`config.mk`:
```
export PLATFORM = sky130hd
export DESIGN_NAME = sclk_bit_counter
export DESIGN_NICKNAME = d
export VERILOG_FILES = /design/src/rtl/sbc_pkg.sv /design/src/rtl/sbc_edge_det.sv /design/src/rtl/sbc_clr_merge.sv /design/src/rtl/sbc_ctrl.sv /design/src/rtl/sclk_bit_counter.sv
export SDC_FILE = /design/constraint.sdc
export NUM_CORES = 1
export LEC_CHECK = 0
export BUFFER_PORTS_ARGS = -buffer_cell sky130_fd_sc_hd__buf_2
export CAP_MARGIN = 0
export CORE_AREA = 2 2 39 41
export CTS_CLUSTER_DIAMETER = 120
export DETAILED_ROUTE_END_ITERATION = 16
export DIE_AREA = 0 0 41 43
export GPL_TIMING_DRIVEN = 0
export PLACE_DENSITY = 0.54
export REMOVE_ABC_BUFFERS = 1
export SETUP_SLACK_MARGIN = 0.15
export SLEW_MARGIN = 20
export SYNTH_ARGS = -nofsm -noshare
export SYNTH_HDL_FRONTEND = slang
export SYNTH_SLANG_ARGS = --single-unit
```
`constraint.sdc`:
```
create_clock -name clk -period 4 [get_ports clk]
set_clock_uncertainty 0.15 [all_clocks]
set_input_delay 0.4 -clock clk [delete_from_list [all_inputs] [get_ports clk]]
set_output_delay 0.4 -clock clk [all_outputs]
set_load 0.02 [all_outputs]
```
`src/rtl/sbc_pkg.sv`:
```
package sbc_pkg;

    typedef enum logic [1:0] {
        ST_WAIT  = 2'd0,
        ST_SHIFT = 2'd1,
        ST_FULL  = 2'd2
    } sbc_state_e;

    typedef struct packed {
        logic rise;
        logic fall;
    } sbc_edge_t;

endpackage

```
`src/rtl/sbc_edge_det.sv`:
```
module sbc_edge_det
    import sbc_pkg::*;
#(
    parameter int   SYNC_STAGES = 2,
    parameter logic IDLE_LVL    = 1'b1
) (
    input  logic      clk,
    input  logic      rst_n,
    input  logic      pin_i,
    output sbc_edge_t edge_o
);
    localparam int LAST = SYNC_STAGES - 1;

    logic [SYNC_STAGES-1:0] sync_q;
    logic                   prev_q;

    // synchronizer chain, one flop per stage
    for (genvar g = 0; g < SYNC_STAGES; g++) begin : g_sync
        logic d;
        if (g == 0) begin : g_first
            assign d = pin_i;
        end else begin : g_next
            assign d = sync_q[g-1];
        end
        always_ff @(posedge clk or negedge rst_n) begin
            if (!rst_n) sync_q[g] <= IDLE_LVL;
            else        sync_q[g] <= d;
        end
    end

    always_ff @(posedge clk or negedge rst_n) begin
        if (!rst_n) prev_q <= IDLE_LVL;
        else        prev_q <= sync_q[LAST];
    end

    always_comb begin
        edge_o.rise = sync_q[LAST] & ~prev_q;
        edge_o.fall = ~sync_q[LAST] & prev_q;
    end
endmodule

```
`src/rtl/sbc_clr_merge.sv`:
```
module sbc_clr_merge #(
    parameter int N_SRC = 3
) (
    input  logic [N_SRC-1:0] clr_src_i,
    input  logic             release_i,
    output logic             clear_o,
    output logic             release_o
);
    // any clear source outranks release and pin edges
    always_comb begin
        clear_o   = |clr_src_i;
        release_o = release_i & ~clear_o;
    end
endmodule

```
`src/rtl/sbc_ctrl.sv`:
```
module sbc_ctrl
    import sbc_pkg::*;
#(
    parameter int BITS  = 8,
    parameter int CNT_W = $clog2(BITS + 1)
) (
    input  logic             clk,
    input  logic             rst_n,
    input  logic             clear_i,
    input  logic             release_i,
    input  sbc_edge_t        edge_i,
    output logic             wait_o,
    output logic             done_o,
    output logic [CNT_W-1:0] cnt_o
);
    localparam logic [CNT_W-1:0] CNT_PRE = CNT_W'(BITS - 1);
    localparam logic [CNT_W-1:0] CNT_ONE = CNT_W'(1);

    sbc_state_e       state_q, state_d;
    logic [CNT_W-1:0] cnt_q, cnt_d;
    logic             wrap;
    logic             done_q;

    // next state and count
    always_comb begin
        state_d = state_q;
        cnt_d   = cnt_q;
        wrap    = 1'b0;
        if (clear_i) begin
            state_d = ST_WAIT;                  // abort
            cnt_d   = '0;
        end else begin
            unique case (state_q)
                ST_WAIT: begin
                    if (release_i) state_d = ST_SHIFT;   // start
                end
                ST_SHIFT: begin
                    if (edge_i.fall) begin
                        cnt_d = cnt_q + CNT_ONE;
                        if (cnt_q == CNT_PRE) state_d = ST_FULL; // fill
                    end
                end
                ST_FULL: begin
                    if (edge_i.rise) begin
                        cnt_d   = '0;
                        state_d = ST_WAIT;      // wrap
                        wrap    = 1'b1;
                    end
                end
                default: begin
                    state_d = ST_WAIT;
                    cnt_d   = '0;
                end
            endcase
        end
    end

    // state register
    always_ff @(posedge clk or negedge rst_n) begin
        if (!rst_n) begin
            state_q <= ST_WAIT;
            cnt_q   <= '0;
        end else begin
            state_q <= state_d;
            cnt_q   <= cnt_d;
        end
    end

    // outputs
    always_ff @(posedge clk or negedge rst_n) begin
        if (!rst_n) done_q <= 1'b0;
        else        done_q <= wrap;
    end

    assign wait_o = (state_q == ST_WAIT);
    assign done_o = done_q;
    assign cnt_o  = cnt_q;
endmodule

```
`src/rtl/sclk_bit_counter.sv`:
```
module sclk_bit_counter
    import sbc_pkg::*;
#(
    parameter int   BITS        = 8,
    parameter int   SYNC_STAGES = 2,
    parameter logic IDLE_LVL    = 1'b1
) (
    input  logic clk,
    input  logic rst_n,
    input  logic sclk_pin_i,
    input  logic release_i,
    input  logic force_wait_i,
    input  logic clk_stop_i,
    input  logic ce_rst_i,
    output logic wait_o,
    output logic byte_done_o
);
    localparam int N_CLR = 3;
    localparam int CNT_W = $clog2(BITS + 1);

    sbc_edge_t        pin_edge;
    logic             clear;
    logic             release_ok;
    logic [CNT_W-1:0] bit_cnt;

    sbc_edge_det #(
        .SYNC_STAGES (SYNC_STAGES),
        .IDLE_LVL    (IDLE_LVL)
    ) u_edge (
        .clk    (clk),
        .rst_n  (rst_n),
        .pin_i  (sclk_pin_i),
        .edge_o (pin_edge)
    );

    sbc_clr_merge #(
        .N_SRC (N_CLR)
    ) u_merge (
        .clr_src_i ({ce_rst_i, clk_stop_i, force_wait_i}),
        .release_i (release_i),
        .clear_o   (clear),
        .release_o (release_ok)
    );

    sbc_ctrl #(
        .BITS  (BITS),
        .CNT_W (CNT_W)
    ) u_ctrl (
        .clk       (clk),
        .rst_n     (rst_n),
        .clear_i   (clear),
        .release_i (release_ok),
        .edge_i    (pin_edge),
        .wait_o    (wait_o),
        .done_o    (byte_done_o),
        .cnt_o     (bit_cnt)
    );
endmodule

```
==> results of run 1 <==
[power groups by stage]
stage          logic (mW)  registers, mW  clock network (mW)
2_1_floorplan     0.00601          0.107                   0
3_3_place_gp       0.0118          0.108                   0
3_5_place_dp       0.0123          0.108                   0
4_1_cts            0.0130          0.106              0.0920
5_1_grt            0.0143          0.106              0.0975
6_report           0.0127          0.106              0.0893
[cells in the final DEF, fill, tap and decap left out]
cell type,netlist,final
buf_2,0,8
dfrtp_1,7,7
nor2_1,4,4
clkbuf_4,0,3
dfstp_2,3,3
nand2_1,2,2
and3_1,2,2
mux2_4,2,2
o2bb2ai_1,2,2
nor2b_1,2,2
a21oi_1,2,2
or3_4,1,1
inv_1,1,1
nor3_1,1,1
nor4_1,1,1
a21o_1,1,1
a221oi_4,1,1
nor3b_1,1,1
nand3_1,1,1
mux2i_1,1,1
a2111oi_0,1,1
or3b_1,1,1
nand3b_1,1,1
ha_1,1,1
clkbuf_8,0,1
dlygate4sd3_1,0,1
[per-stage QoR]
step	utilization	area, um2	setup slack (ps)	hold WS [ps]	power (mW)
3_3_place_gp	0.390	539	2180	113	0.120
5_1_grt	0.423	586	2210	71.6	0.218
6_report	0.423	586	2270	84.6	0.208
3_5_place_dp	0.390	539	2170	122	0.120
2_1_floorplan	-	479	2340	-45.6	0.113
4_1_cts	0.423	586	2250	74.8	0.211
[registers in the layout (all words and copies together), names as in the netlist]
name,count
u_ctrl.cnt_o,4
u_ctrl.done_o,1
u_ctrl.state_q,2
u_edge.g_sync.d,1
u_edge.prev_q,1
u_edge.sync_q,1
[worst max-delay path by stage]
stage | end | start | cells after the start | slack [ps]
after floorplan | u_ctrl.cnt_o[0] | ce_rst_i | 3 | 2340
after global placement | u_ctrl.cnt_o[1] | ce_rst_i | 4 | 2180
after detailed placement | u_ctrl.cnt_o[1] | ce_rst_i | 4 | 2170
after CTS | u_ctrl.cnt_o[1] | u_edge.sync_q[1] | 4 | 2250
after global routing | u_ctrl.cnt_o[1] | u_edge.sync_q[1] | 4 | 2210
final | u_ctrl.cnt_o[1] | u_edge.sync_q[1] | 4 | 2270
[layout make-up]
class / instances / area (um2) / area share
inverters: 1 / 3.75 / 0.00641
clock buffers: 4 / 36.3 / 0.0620
multi-input cells: 28 / 221 / 0.378
repair buffers: 9 / 50.0 / 0.0855
flip-flops and latches: 10 / 254 / 0.434
well taps: 16 / 20.0 / 0.0342
[Yosys cell counts]
master,instances
a2111oi_0,1
a21o_1,1
a21oi_1,2
a221oi_4,1
and3_1,2
clkbuf_1,1
dfrtp_1,7
dfstp_2,3
ha_1,1
inv_1,1
mux2_4,2
mux2i_1,1
nand2_1,2
nand3_1,1
nand3b_1,1
nor2_1,4
nor2b_1,2
nor3_1,1
nor3b_1,1
nor4_1,1
o2bb2ai_1,2
or3_4,1
or3b_1,1
[layer usage]
layer  wire length (um)  vias up  GRT usage
met5                  0        -          0
met4                 14        0     0.0600
met3                 36        2     0.0314
met2                356        6      0.175
met1                336      162      0.140
li1                   -      171          -
[worst reg2reg max path, cell delays in order (launching register included)]
cell      delay [ps]
dfstp_2          540
inv_1             50
a21o_1           210
a221oi_4         340
mux2_4           330
[kinds of logic (layout without fill, tap and decap cells)]
kind of cell / after synthesis / after routing / share of synthesized area
simple gates: 17 / 17 / 0.205
flops: 10 / 10 / 0.526
compound gates: 7 / 7 / 0.145
mux: 3 / 3 / 0.0829
buf+inv: 2 / 14 / 0.0155
fa+ha+maj: 1 / 1 / 0.0259
==> impl_results.md, run 1 <==
* Status: completed
* Hold Path Origin: sclk_pin_i
* Peak VDD IR at approximately 0.00016 V
* Initial Utilization at 0.349
* Pre-Repair DR Iteration Count at 4
* P_sw at 42.7 uW
* Worst Max-Slew Pin Slew at approximately 320 ps
* Placer Congestion at roughly 0.77
* Initial antenna violation count at 0
* CP bufs+invs at 1
* Post-synth cell types at 23
* Std cell rows at 14
* CP max FO at 4
* Core area at about 1400 um2
* Avg Cell Area, Syn at 12.1 um2
* Hold Path Stages at 1
* CTS Hold Buffers Added at 1
* Skew-Pair Late Insertion Delay at 260 ps
* Crit path required time at ~4000 ps
* Max-cap violations at 0
* Placed wire-length estimate at 591 um
* Sequential Power Share at 0.510
* CP Capture Type: register
* # DRC at 0
* Switching share of power at 0.205
* Area grow syn2layout at 21.2%
* P_int at 165 uW
* Synth warn at 0
* Synth area leader: dfrtp_1
* Root Driver: clkbuf_4
* Clock buffer count from CTS at 3
* Routed WL at 744 um
* Reg2reg path depth at 4
* Fillers at 132
* TritonCTS Sinks at 10
* Largest net degree at the start of global routing at 11
* Max Slew Vio Count at 0
* Fin crit share at 0.433
* Global-route wire length before repair at 1370 um
* Largest cells by area after synthesis: dfrtp_1 36%, dfstp_2 16%, mux2_4 6.2%
* DRT antenna net count at 0
* Post-DR wirelength/cell at 10.9 um
* Delay-heaviest family, CP: compound AO/OA/AOI/OAI gates
* Post-Place Cells at 63
* H-Tree Depth at 1
* Reg2reg end: u_ctrl.cnt_o[1]
* Yosys top cell area share at 0.363
* Final Hold Viols at 0
* I/O Buffers at 8
* #FFs+latches synth at 10
* Worst path max stage delay at 540 ps
* Post-Syn Area at just under 500 um2
* CTS tree: built
* Clock slew at reported path FFs at 70 ps
* Vias at roughly 340
* F_max at 578 MHz
* Endpoints failing setup at 0
* Antenna Cells at 0
* Clock group share of total power at 0.430
* Die ar. at 1760 um2
* Crit path kind: reg -> reg
* CP Launch Type: register
* Setup TNS Final at 0 ps
* Post-Syn Instances at 40
* Total grt overflow at 0
* R2R setup slack at 2270 ps
* GR Util All Layers at 0.115
* Hold Path Class: in -> reg
* Die width at between 40 and 50 um
* Leak at about 0.28 nW
* CP max-delay cell: dfstp_2
* Number of post-CTS setup repair buffers at 0
* Worst slew margin at 0.783
* Logic pwr share at 0.061
* Fin nets at 61
* Share of layout cells above drive strength 1 at 0.365
* P per Cell Area at around 360 nW/um2
* Boundary pin count at 9
* Cts repair resizes at 0
* Initial DRC Count at 1
* CTS max path bufs at 2
* Vias in the first global route at 336
* Die Height at ~43 um
* Sink of the worst hold path: u_edge.g_sync[1].d
* Cell Count, Final, Fillers Out at 68
* Sequential element share of the synthesized area at 0.526
* Vias per cell at 5.01
* Worst reg2reg path startpoint: u_edge.sync_q[1]
* Fin crit period at ~1700 ps
* Worst EP arrival at 1730 ps
* Crit-path cells: inv_1, a21o_1, a221oi_4, mux2_4
* RSZ-0062 raised after global routing: no
No activity file was read; power rests on OpenSTA's default activity.
==> run 2, diff against run 1 <==
- PLACE_DENSITY: 0.54 -> 0.56
- clock period: 4 -> 1.5 ns (I/O delays scaled with it)
==> run 2 against run 1 <==
Final cell count up 15%. Largest cell class is now multi-input gates. Critical endpoint is now u_ctrl.cnt_o[0]. Core utilization up 9.9 points. Sequential cell count unchanged. Fmax up 3.9%. The run now ends with negative setup slack left.
==> impl_results.md, run 2 (same netlist as run 1, synthesis figures left out) <==
* Hold Path Origin: force_wait_i
* Skew-Pair Late Insertion Delay at 260 ps
* Clock slew at reported path FFs at about 70 ps
* Die Height at 43 um
* Boundary pin count at 9
* P_sw at 119 uW
* Antenna Cells at 0
* Reg2reg path depth at 4
* Fin crit share at 1.11
* P per Cell Area at roughly 730 nW/um2
* I/O Buffers at 8
* Switching share of power at 0.225
* Vias in the first global route at around 390
* P_int at a little over 400 uW
* Setup TNS Final at -462 ps
* Peak VDD IR at 0.000273 V
* Core area at around 1400 um2
* Max reg flops at 4
* DRT antenna net count at 0
* Largest net degree at the start of global routing at 11
* GR Util All Layers at 0.137
* Post-DR wirelength/cell at approximately 12 um
* Status: finished with violations
* RSZ-0062 raised after global routing: yes
* Root Driver: clkbuf_4
* Final Hold Viols at 0
* Worst reg2reg path startpoint: u_edge.sync_q[1]
* CP max FO at 3
* TritonCTS Sinks at 10
* Sink of the worst hold path: u_ctrl.state_q[1]
* Worst Max-Slew Pin Slew at 302 ps
* CTS tree: built
* Std cell rows at 14
* Global-route wire length before repair at around 1600 um
* Sequential Power Share at 0.534
* Logic pwr share at 0.106
* Vias per cell at 4.95
* Initial antenna violation count at 0
* # DRC at 0
* Crit path required time at 1490 ps
* Die ar. at 1760 um2
* Vias at 386
* Worst EP arrival at 1660 ps
* Clock buffer count from CTS at 3
* Initial DRC Count at 1
* CP Launch Type: register
* Reg2reg end: u_ctrl.cnt_o[0]
* Area grow syn2layout at 49.5%
* F_max at 600 MHz
* Routed WL at 936 um
* Most frequent cells in the layout: 9 x buf_4, 7 x buf_2, 5 x dfrtp_1
* Placer Congestion at between 0.6 and 0.7
* Endpoints failing setup at 4
* Pre-Repair DR Iteration Count at 4
* Fin crit period at between 1500 and 2000 ps
* Max Slew Vio Count at 0
* Crit path kind: reg -> reg
* R2R setup slack at -170 ps
* Total grt overflow at 0
* CP Capture Type: register
* Hold Path Stages at 3
* Fin nets at slightly above 70
* CTS max path bufs at 2
* Initial Utilization at 0.349
* Max-cap violations at 0
* Final setup margin at -167 ps
* Most common cell after layout, fill and taps aside: buf_4
* Share of layout cells above drive strength 1 at 0.613
* Worst slew margin at 0.799
* Hold Path Class: in -> reg
* Die width at 41 um
* Failing checks: negative setup slack
* Power Total at 530 uW
* Clock group share of total power at 0.360
* Leak at 0.334 nW
* H-Tree Depth at 1
-- run 2: metal layers --
layer,global-route usage,up-vias,share of wire
met5,0,-,0
met3,0.0314,4,0.028
met1,0.179,186,0.46
met4,0.0800,0,0.025
met2,0.197,7,0.48
li1,-,189,-
-- run 2: worst max-delay path: stages (launching register included) --
cell and delay [ps]:
dfstp_2 540, inv_2 40, a21o_1 180, a221oi_4 320, mux2_4 330
-- run 2: cell type report --
cell class                      count  area (um2)
Multi-Input combinational cell     28         282
Fill cell                         126         662
Timing Repair Buffer               19         134
Tap cell                           16        20.0
Sequential cell                    10         256
Clock buffer                        4        26.3
Inverter                            1        3.75
-- run 2: how the worst max path moves through the flow --
stage                      from               to  slack, ps  depth (start not counted)
6_report       u_edge.sync_q[1]  u_ctrl.cnt_o[0]       -170                          4
3_3_place_gp   u_edge.sync_q[1]  u_ctrl.cnt_o[1]       -240                          4
5_1_grt        u_edge.sync_q[1]  u_ctrl.cnt_o[1]       -220                          4
2_1_floorplan  u_edge.sync_q[1]  u_ctrl.cnt_o[0]       -160                          4
4_1_cts        u_edge.sync_q[1]  u_ctrl.cnt_o[0]       -190                          4
3_5_place_dp   u_edge.sync_q[1]  u_ctrl.cnt_o[1]       -230                          4
-- run 2: what timing repair did --
action                     in CTS  in global routing
resized for setup               8                  8
pin swaps                       2                  4
hold buffers                    2                  0
hold endpoints to repair       11                  0
setup endpoints to repair       7                  7
setup buffers                   3                  6
-- run 2: power by group through the flow --
stage	Combinational, mW	Clock (mW)	Sequential (mW)
2_1_floorplan	0.0160	0	0.286
3_3_place_gp	0.0322	0	0.287
3_5_place_dp	0.0327	0	0.287
4_1_cts	0.0468	0.202	0.283
5_1_grt	0.0617	0.221	0.283
6_report	0.0562	0.191	0.283
-- run 2: stage by stage --
stage | hold slack (ps) | cell area, um2 | utilization | instances | setup slack (ps)
after floorplan | -296 | 479 | - | 39 | -156
after global placement | -127 | 539 | 0.390 | 63 | -240
after detailed placement | -126 | 539 | 0.390 | 63 | -227
after CTS | 22.5 | 643 | 0.465 | 72 | -187
after global routing | 67.1 | 722 | 0.522 | 78 | -221
final | 60.1 | 722 | 0.522 | 78 | -167
